`config.mk`:
```
export PLATFORM = sky130hd
export DESIGN_NAME = bl_dim_pwm
export DESIGN_NICKNAME = d
export VERILOG_FILES = /design/src/rtl/bl_dim_pkg.sv /design/src/rtl/bl_dim_regs.sv /design/src/rtl/bl_dim_sync.sv /design/src/rtl/bl_dim_frame.sv /design/src/rtl/bl_dim_pwm.sv
export SDC_FILE = /design/constraint.sdc
export NUM_CORES = 2
export LEC_CHECK = 0
export BUFFER_PORTS_ARGS = -buffer_cell sky130_fd_sc_hd__clkbuf_2
export CAP_MARGIN = 25
export CORE_MARGIN = 2
export CORE_UTILIZATION = 65
export DETAILED_ROUTE_END_ITERATION = 8
export PLACE_DENSITY_LB_ADDON = 0.25
export RECOVER_POWER = 100
export SETUP_SLACK_MARGIN = 0.2
export SLEW_MARGIN = 20
export SYNTH_ARGS = -nofsm -noshare
export SYNTH_HDL_FRONTEND = slang
export SYNTH_SLANG_ARGS = --single-unit
```
`constraint.sdc`:
```
create_clock -name clk -period 50.2 [get_ports clk]
set_clock_uncertainty 0.15 [all_clocks]
set_input_delay 10.04 -clock clk [delete_from_list [all_inputs] [get_ports clk]]
set_output_delay 10.04 -clock clk [all_outputs]
set_load 0.05 [all_outputs]
```
`src/rtl/bl_dim_pkg.sv`:
```
package bl_dim_pkg;
  localparam int unsigned PCT_SCALE = 100;

  function automatic int unsigned cnt_width(input int unsigned max_val);
    return $clog2(max_val + 2);
  endfunction
endpackage

```
`src/rtl/bl_dim_regs.sv`:
```
module bl_dim_regs #(
  parameter int NUM_CH      = 8,
  parameter int CODE_W      = 8,
  parameter int ADDR_W      = 8,
  parameter int DATA_W      = 8,
  parameter int CODE_BASE   = 'h00,
  parameter int MASTER_ADDR = 'h2B,
  parameter int MASK_ADDR   = 'h2C
) (
  input  logic                     clk,
  input  logic                     rst_n,
  input  logic                     wr_valid,
  input  logic [ADDR_W-1:0]        wr_addr,
  input  logic [DATA_W-1:0]        wr_data,
  output logic                     master_en,
  output logic [NUM_CH-1:0]        ch_mask,
  output logic [NUM_CH*CODE_W-1:0] codes
);
  always_ff @(posedge clk or negedge rst_n) begin
    if (!rst_n) begin
      master_en <= 1'b0;
      ch_mask   <= '0;
    end else if (wr_valid) begin
      if (wr_addr == ADDR_W'(MASTER_ADDR)) master_en <= wr_data[0];
      if (wr_addr == ADDR_W'(MASK_ADDR))   ch_mask   <= wr_data[NUM_CH-1:0];
    end
  end

  for (genvar g = 0; g < NUM_CH; g++) begin : g_code
    logic [CODE_W-1:0] code_q;
    always_ff @(posedge clk or negedge rst_n) begin
      if (!rst_n) code_q <= '0;
      else if (wr_valid && wr_addr == ADDR_W'(CODE_BASE + g))
        code_q <= wr_data[CODE_W-1:0];
    end
    assign codes[g*CODE_W +: CODE_W] = code_q;
  end
endmodule

```
`src/rtl/bl_dim_sync.sv`:
```
module bl_dim_sync #(
  parameter int MIN_PERIOD = 300,
  parameter int MAX_PERIOD = 500,
  parameter int PER_W      = 9
) (
  input  logic             clk,
  input  logic             rst_n,
  input  logic             sync_in,
  output logic             rise,
  output logic             locked,
  output logic [PER_W-1:0] lock_per
);
  logic             s1, s2, s3;
  logic [PER_W-1:0] meas;
  logic             prev_ok;
  logic [PER_W-1:0] cand;
  logic             in_win;

  always_ff @(posedge clk or negedge rst_n) begin
    if (!rst_n) begin
      s1 <= 1'b0; s2 <= 1'b0; s3 <= 1'b0;
    end else begin
      s1 <= sync_in; s2 <= s1; s3 <= s2;
    end
  end

  assign rise   = s2 & ~s3;
  assign cand   = meas + 1'b1;
  assign in_win = (cand >= PER_W'(MIN_PERIOD)) && (cand <= PER_W'(MAX_PERIOD));

  always_ff @(posedge clk or negedge rst_n) begin
    if (!rst_n) begin
      meas     <= PER_W'(MAX_PERIOD);
      prev_ok  <= 1'b0;
      locked   <= 1'b0;
      lock_per <= PER_W'(MAX_PERIOD);
    end else if (rise) begin
      meas <= '0;
      if (in_win) begin
        prev_ok <= 1'b1;
        if (prev_ok) begin
          locked   <= 1'b1;
          lock_per <= cand;
        end
      end else begin
        prev_ok <= 1'b0;
        locked  <= 1'b0;
      end
    end else if (meas == PER_W'(MAX_PERIOD)) begin
      prev_ok <= 1'b0;
      locked  <= 1'b0;
    end else begin
      meas <= meas + 1'b1;
    end
  end
endmodule

```
`src/rtl/bl_dim_frame.sv`:
```
module bl_dim_frame
  import bl_dim_pkg::*;
#(
  parameter int NUM_CH      = 8,
  parameter int CODE_W      = 8,
  parameter int PER_W       = 9,
  parameter int FREE_PERIOD = 400,
  parameter int FLOOR_PCT   = 4
) (
  input  logic                     clk,
  input  logic                     rst_n,
  input  logic                     master_en,
  input  logic [NUM_CH-1:0]        ch_mask,
  input  logic [NUM_CH*CODE_W-1:0] codes,
  input  logic                     locked,
  input  logic [PER_W-1:0]         lock_per,
  output logic [NUM_CH-1:0]        pwm_out,
  output logic [PER_W-1:0]         fcnt,
  output logic [PER_W-1:0]         per_lat,
  output logic [NUM_CH*PER_W-1:0]  thr_flat
);
  localparam int PROD_W   = PER_W + CODE_W;
  localparam int CODE_MAX = (1 << CODE_W) - 1;

  logic [PER_W-1:0] next_per, floor_t, span;
  logic             wrap;

  assign next_per = locked ? lock_per : PER_W'(FREE_PERIOD);
  assign floor_t  = PER_W'((32'(next_per) * FLOOR_PCT) / PCT_SCALE);
  assign span     = next_per - floor_t;
  assign wrap     = (fcnt == per_lat - 1'b1);

  always_ff @(posedge clk or negedge rst_n) begin
    if (!rst_n) begin
      fcnt    <= PER_W'(FREE_PERIOD - 1);
      per_lat <= PER_W'(FREE_PERIOD);
    end else if (wrap) begin
      fcnt    <= '0;
      per_lat <= next_per;
    end else begin
      fcnt <= fcnt + 1'b1;
    end
  end

  for (genvar g = 0; g < NUM_CH; g++) begin : g_ch
    logic [CODE_W-1:0] code_i;
    logic [PROD_W-1:0] scaled;
    logic [PER_W-1:0]  thr_q;
    logic              full_q;

    assign code_i = codes[g*CODE_W +: CODE_W];
    assign scaled = (PROD_W'(code_i) * PROD_W'(span)) / PROD_W'(CODE_MAX);

    always_ff @(posedge clk or negedge rst_n) begin
      if (!rst_n) begin
        thr_q  <= '0;
        full_q <= 1'b0;
      end else if (wrap) begin
        thr_q  <= floor_t + PER_W'(scaled);
        full_q <= &code_i;
      end
    end

    assign thr_flat[g*PER_W +: PER_W] = thr_q;
    assign pwm_out[g] = master_en & ch_mask[g] & (full_q | (fcnt < thr_q));
  end
endmodule

```
`src/rtl/bl_dim_pwm.sv`:
```
module bl_dim_pwm
  import bl_dim_pkg::*;
#(
  parameter int NUM_CH      = 8,
  parameter int CODE_W      = 8,
  parameter int ADDR_W      = 8,
  parameter int DATA_W      = 8,
  parameter int FREE_PERIOD = 400,
  parameter int MIN_PERIOD  = 300,
  parameter int MAX_PERIOD  = 500,
  parameter int FLOOR_PCT   = 4,
  parameter int CODE_BASE   = 'h00,
  parameter int MASTER_ADDR = 'h2B,
  parameter int MASK_ADDR   = 'h2C
) (
  input  logic              clk,
  input  logic              rst_n,
  input  logic              wr_valid,
  output logic              wr_ready,
  input  logic [ADDR_W-1:0] wr_addr,
  input  logic [DATA_W-1:0] wr_data,
  input  logic              sync_in,
  output logic [NUM_CH-1:0] pwm_out
);
  localparam int PER_W = cnt_width(MAX_PERIOD);

  logic                     master_en;
  logic [NUM_CH-1:0]        ch_mask;
  logic [NUM_CH*CODE_W-1:0] codes;
  logic                     rise, locked;
  logic [PER_W-1:0]         lock_per, fcnt, per_lat;
  logic [NUM_CH*PER_W-1:0]  thr_flat;

  assign wr_ready = 1'b1;

  bl_dim_regs #(
    .NUM_CH(NUM_CH), .CODE_W(CODE_W), .ADDR_W(ADDR_W), .DATA_W(DATA_W),
    .CODE_BASE(CODE_BASE), .MASTER_ADDR(MASTER_ADDR), .MASK_ADDR(MASK_ADDR)
  ) u_regs (
    .clk(clk), .rst_n(rst_n), .wr_valid(wr_valid), .wr_addr(wr_addr),
    .wr_data(wr_data), .master_en(master_en), .ch_mask(ch_mask), .codes(codes)
  );

  bl_dim_sync #(
    .MIN_PERIOD(MIN_PERIOD), .MAX_PERIOD(MAX_PERIOD), .PER_W(PER_W)
  ) u_sync (
    .clk(clk), .rst_n(rst_n), .sync_in(sync_in), .rise(rise),
    .locked(locked), .lock_per(lock_per)
  );

  bl_dim_frame #(
    .NUM_CH(NUM_CH), .CODE_W(CODE_W), .PER_W(PER_W),
    .FREE_PERIOD(FREE_PERIOD), .FLOOR_PCT(FLOOR_PCT)
  ) u_frame (
    .clk(clk), .rst_n(rst_n), .master_en(master_en), .ch_mask(ch_mask),
    .codes(codes), .locked(locked), .lock_per(lock_per), .pwm_out(pwm_out),
    .fcnt(fcnt), .per_lat(per_lat), .thr_flat(thr_flat)
  );
endmodule

```
# Yosys cells after proc, flatten, opt, wreduce, memory -nomap -nowiden
# Index checks and enable logic that the tools add are counted.
dict set report word_totals {
  regBits 194
  input_bits 20
  output_inout_bits 9
}
dict set report op_classes {
  n_addsub 12
  multipliers 8
  n_div 9
  n_lt_le_gt_ge 10
  eq_ne 13
  n_mux 10
  bitwise_logic 26
  reduce_logical 23
}
# op n
set ops {}
lappend ops {{divider 17 x 8 -> 17 bit (second input constant)} 8}
lappend ops {{multiplier 8 x 9 -> 17 bit} 8}
lappend ops {{adder 9 bit} 8}
lappend ops {{< comparator 9 bit} 8}
lappend ops {{AND reduction 8 bit} 8}
lappend ops {{two-way mux 9 bit} 4}
lappend ops {{divider 11 x 7 -> 32 bit (second input constant)} 1}
lappend ops {{equality test 8 x 3 -> 1 bit (second input constant)} 4}
lappend ops {{adder 9 x 1 -> 9 bit (second input constant)} 2}
lappend ops {{bitwise AND 1 bit} 17}
lappend ops {{equality test 8 x 2 -> 1 bit (second input constant)} 2}
lappend ops {{equality test 8 x 6 -> 1 bit (second input constant)} 2}
lappend ops {{equality test 9 bit} 1}
lappend ops {{equality test 9 bit (second input constant)} 1}
lappend ops {{greater-or-equal comparator 9 bit (second input constant)} 1}
lappend ops {{less-or-equal comparator 9 bit (second input constant)} 1}
lappend ops {{logical AND 1 bit} 9}
lappend ops {{subtractor 9 x 1 -> 9 bit (second input constant)} 1}
lappend ops {{subtractor 9 bit} 1}
lappend ops {{equality test 8 x 1 -> 1 bit (second input constant)} 1}
lappend ops {{logical NOT 8 bit} 1}
lappend ops {{bitwise OR 1 bit} 8}
lappend ops {{two-way mux 1 bit} 6}
lappend ops {{AND reduction 2 bit} 3}
lappend ops {{other kinds (5)} 5}

# Longest topological paths before layout
dict set report logic_depth {
  word_depth 6
  depth_mapped 94
}

# Hierarchy
# Synthesis repeated with hierarchy kept, for this count alone.
dict set report hier_totals {
  cells_unflattened 6199
  hier_area_um2 49029.5
}
# module n_inst cells_each area_each_um2 seq_area_each_um2
set modules_own_cells {}
lappend modules_own_cells {bl_dim_frame 1 5916 44918.1 2463.6}
lappend modules_own_cells {bl_dim_regs 1 169 2855.2 1826.8}
lappend modules_own_cells {bl_dim_sync 1 112 1244.9 590.6}
lappend modules_own_cells {bl_dim_pwm 1 2 11.3 0.0}

# Least setup slack after synthesis
# Ideal clock, no wire load.
dict set report synth_path {
  path_kind {reg-to-reg}
  start {register u_sync.locked}
  end {register u_frame.g_ch[7].thr_q[8]}
  arrival_ns 19.742
  t_required_ns 49.917
  slack_ns 30.175
  stages_incl_launch_ff 89
  n_path_buf 5
  synth_period_minus_slack_ns 20.025
  cell_sequence {dfrtp_1 -> clkbuf_1 -> nand2_1 -> ha_1 -> nor2_1 -> a21oi_1 -> inv_1 -> xnor2_1 -> nand3_1 -> a311o_1 -> clkbuf_1 -> clkinv_1 -> nor3_1 -> a21oi_1 -> o21ai_0 -> a22o_1 -> a21oi_1 -> clkinv_1 -> [... 53 more ...] -> nand2_1 -> a2bb2oi_1 -> nor4bb_1 -> o311a_1 -> nand3_1 -> a211oi_1 -> a221o_1 -> ha_1 -> inv_1 -> fa_1 -> nor2b_1 -> o21ai_0 -> nand2b_1 -> a21o_1 -> nand2_1 -> nor3_1 -> xor2_1 -> o21ai_0}
}
dict set report synth_via {
  elab_chain_len 6
}
# element line_no
set synth_rtl {}
lappend synth_rtl {{from (decl)} bl_dim_sync.sv:10} ;# output logic locked,
lappend synth_rtl {{from (signal assigned)} bl_dim_sync.sv:35} ;# locked <= 1'b0;
lappend synth_rtl {{from (signal assigned)} bl_dim_sync.sv:42} ;# locked <= 1'b1;
lappend synth_rtl {{from (signal assigned)} bl_dim_sync.sv:47} ;# locked <= 1'b0;
lappend synth_rtl {{two-way mux 9 bit (*)} bl_dim_frame.sv:28} ;# assign next_per = locked ? lock_per : PER_W'(FREE_PERIOD);
lappend synth_rtl {{divider 11 x 7 -> 32 bit} bl_dim_frame.sv:29} ;# assign floor_t = PER_W'((32'(next_per) * FLOOR_PCT) / PCT_SCALE);
lappend synth_rtl {{subtractor 9 bit} bl_dim_frame.sv:30} ;# assign span = next_per - floor_t;
lappend synth_rtl {{multiplier 8 x 9 -> 17 bit} bl_dim_frame.sv:52} ;# assign scaled = (PROD_W'(code_i) * PROD_W'(span)) / PROD_W'(CODE_MAX);
lappend synth_rtl {{divider 17 x 8 -> 17 bit} bl_dim_frame.sv:52}
lappend synth_rtl {{adder 9 bit (*)} bl_dim_frame.sv:59} ;# thr_q <= floor_t + PER_W'(scaled);
lappend synth_rtl {{to (signal assigned)} bl_dim_frame.sv:59}
lappend synth_rtl {{to (decl)} bl_dim_frame.sv:48} ;# logic [PER_W-1:0] thr_q;
# Every way passes the cells marked *; elsewhere a longest branch is shown, timed or not.
# A chain may end at the register's enable or synchronous reset.

# Worst setup path after layout
# Same ends and word-level chain as after synthesis.

==> results.json <==
{
  "synth_edf_count": 0,
  "pre_cts_slack_ns": 25.11,
  "ys_seq_area_frac": 0.0979,
  "rows": 101,
  "synth.top_cell.area_share": 0.139,
  "tightest_slew_ns": 4.11,
  "fin_ws_ns": 20.12,
  "cts_tree": "yes",
  "grt_pass1_wl_um": 219000,
  "grt_max_degree": 95,
  "setup_tns_ns": 0,
  "clk_latency_ns": 0.46,
  "avgSynthCellArea_sq_um": 7.96,
  "numCtsBuffers": 17,
  "wl_um": 131000,
  "vias": 46500,
  "post_cts_resized": 0,
  "maxSlewHeadroom": -1.74,
  "clock_sinks": 194,
  "post-route-util": 0.669,
  "drt_iter0_drc": 3477,
  "yosysMostFrequentCell": "inv_1",
  "syn_area_sq_um": 49800,
  "crit_required_ns": 50.26,
  "ios": 29,
  "viasPerCell": 6.52,
  "synth.distinct_cells": 160,
  "fp.dieW_um": 281,
  "fin_crit_ns": 30.08,
  "cp-start-kind": "flip-flop",
  "cts.path.max_buffers": 2,
  "fmax_mhz": 33.2,
  "die_h_um": 281,
  "start_util": 0.656,
  "ant_nets": 0,
  "clk_pin_slew_worst_paths_ns": 0.08,
  "post_cts_buffers": 0,
  "coreArea_sq_um": 75900,
  "synth_area_leaders": "fa_1, ha_1, dfrtp_1",
  "drive_above_1_share": 0.0666,
  "slowest_stage": "a21oi_1",
  "gp_congestion": 0.963,
  "grt_pass1_vias": 44300,
  "antenna_found_initial": 8,
  "port_buffers": 27,
  "power.density_nw_per_um2": 11.4,
  "cts-root-buf": "clkbuf_16",
  "dp.cells": 7095,
  "irDropWorstVdd_uv": 23.7,
  "nets": 6872,
  "worstPathArrival_ns": 30.14,
  "status": "complete, but fails checks",
  "path_class": "reg2reg",
  "leakage_nw": 22.7,
  "cp_max_fo": 40,
  "synth_cells": 6259,
  "hp-class": "reg2reg",
  "die-area_sq_um": 78900,
  "fin_crit_sh": 0.599,
  "stdcell_count": 7132,
  "avgRoutedWirePerCell_um": 18.4,
  "drc": 0,
  "wl_met2_um": 61200,
  "yosys-top-cells-count": "inv_1, nand2_1, and2_1, ha_1, fa_1",
  "finalHoldViolations": 0,
  "crit_path_end_kind": "flip-flop",
  "met3_length_um": 8710,
  "grt_use_total": 0.331,
  "routedLengthMet1_um": 57100,
  "yosys_warnings": 0,
  "setup_viol": 0,
  "finalMaxSlewViolations": 468,
  "area_growth_pct": 1.88,
  "ys_ff_latch": 194,
  "syn_nets": 7044,
  "slowest_delay_ns": 1.71,
  "maxCapViolations": 9,
  "ys.flop_type": "dfrtp_1",
  "routed.top_layer": "met5",
  "async_flop_share": 1.00,
  "ctsHtreeMaxLevel": 4,
  "drt_pass1_iterations": 6,
  "synth_top_cell_by_area": "fa_1",
  "grt_setup_unrepaired": "false",
  "grt_remaining_overflow": 0,
  "fill_cells": 6342,
  "violations": "max-capacitance violations, max-slew violations",
  "holdBufCountCts": 0,
  "dp_hpwl_um": 100000
}
## per-layer routing
| layer | vias up | GRT usage |
|---|---|---|
| met4 | 4 | 0.0968 |
| li1 | 22000 | - |
| met5 | - | 0 |
| met3 | 246 | 0.0373 |
| met2 | 1685 | 0.552 |
| met1 | 22500 | 0.452 |
## per-stage QoR
| stage | cell area, sq um | power, W | hold slack [ns] |
|---|---|---|---|
| 3_5_place_dp | 50500 | 0.000437 | 0.188 |
| 2_1_floorplan | 49800 | 0.000375 | 0.181 |
| 5_1_grt | 50800 | 0.000615 | 0.247 |
| 3_3_place_gp | 50500 | 0.000432 | 0.196 |
| 4_1_cts | 51100 | 0.000577 | 0.251 |
| 6_report | 50800 | 0.000578 | 0.248 |
## layout by cell type (no fill, tap or decap), types with 31 or more instances in the layout
master / netlist / final
inv_1: 620 / 621
nand2_1: 540 / 540
ha_1: 420 / 420
and2_1: 421 / 409
fa_1: 345 / 345
nor2_1: 318 / 318
o21ai_0: 297 / 305
a21oi_1: 266 / 268
xnor2_1: 186 / 185
dfrtp_1: 173 / 173
nand3_1: 158 / 158
nor2b_1: 156 / 156
nor3_1: 140 / 141
nand2b_1: 123 / 123
xor2_1: 119 / 118
a21o_1: 111 / 111
mux2_2: 109 / 109
nand4_1: 94 / 96
a211oi_1: 72 / 74
o211ai_1: 71 / 71
or3_1: 67 / 67
a31oi_1: 63 / 66
o21a_1: 62 / 63
and3_1: 62 / 62
o31ai_1: 55 / 58
nor4_1: 48 / 53
mux2i_1: 48 / 49
a211o_1: 43 / 43
or2_2: 31 / 31
a2111oi_0: 27 / 31
## worst paths after layout
kind	cells past startpoint	startpoint	to	slack, ns
worst max-delay path	84	u_sync.locked$_DFFE_PN0P_	u_frame.g_ch[7].thr_q[8]$_DFFE_PN0N_	20.12
worst min-delay path	0	u_sync.s1$_DFF_PN0_	u_sync.s2$_DFF_PN0_	0.25
worst max register to register	84	u_sync.locked$_DFFE_PN0P_	u_frame.g_ch[7].thr_q[8]$_DFFE_PN0N_	20.12
worst min register to register	0	u_sync.s1$_DFF_PN0_	u_sync.s2$_DFF_PN0_	0.25
max in group asynchronous	3	rst_n	u_regs.g_code[6].code_q[2]$_DFFE_PN0P_	31.80
min in group asynchronous	1	rst_n	u_frame.g_ch[3].thr_q[6]$_DFFE_PN0N_	10.53
## critical path, delay by kind of cell (launching register included)
family	cells	cell delay, ns
AO/OA/AOI/OAI	33	12.28
XOR/XNOR	4	2.89
adder cells (fa/ha/maj)	12	4.62
buffers and inverters	10	4.67
flip-flops	1	0.53
multiplexers	1	0.31
AND/OR/NAND/NOR	24	4.33
## report_power, final
part           switching (W)  leakage (nW)  internal [W]
clock              0.0000674         0.289     0.0000731
sequential        0.00000985          2.60      0.000160
combinational       0.000173          19.8     0.0000938
total               0.000250          22.7      0.000327
## kinds of logic (layout without fill, tap and decap cells)
family / count (synthesis) / after routing / synth area share
XOR/XNOR: 318 / 318 / 0.0583
AND/OR/NAND/NOR: 2360 / 2360 / 0.259
buffers and inverters: 868 / 709 / 0.0677
flip-flops: 194 / 194 / 0.0979
adder cells (fa/ha/maj): 778 / 778 / 0.247
AO/OA/AOI/OAI: 1574 / 1574 / 0.233
multiplexers: 166 / 166 / 0.0370
other: 1 / 3 / 0.0000752
## sequential cells by signal (all words and copies together) (netlist names)
signal                count
u_frame.g_ch.thr_q       72
u_regs.g_code.code_q     64
u_frame.fcnt              9
u_frame.per_lat           9
u_sync.lock_per           9
u_sync.meas               9
u_frame.g_ch.full_q       8
u_regs.ch_mask            8
u_regs.master_en          1
u_sync.locked             1
u_sync.prev_ok            1
u_sync.s1                 1
u_sync.s2                 1
u_sync.s3                 1
## area by class of cell
| type | instances | area [sq um] | area share |
|---|---|---|---|
| diodes | 2 | 5.00 | 0.0000986 |
| clock buffers | 19 | 453 | 0.00892 |
| clock inverters | 13 | 141 | 0.00278 |
| inverters | 624 | 2340 | 0.0461 |
| multi-input cells | 5197 | 41400 | 0.815 |
| flip-flops and latches | 194 | 4880 | 0.0961 |
| well taps | 1030 | 1290 | 0.0254 |
| repair buffers | 53 | 289 | 0.00569 |
(Power assumes the default switching activity.)
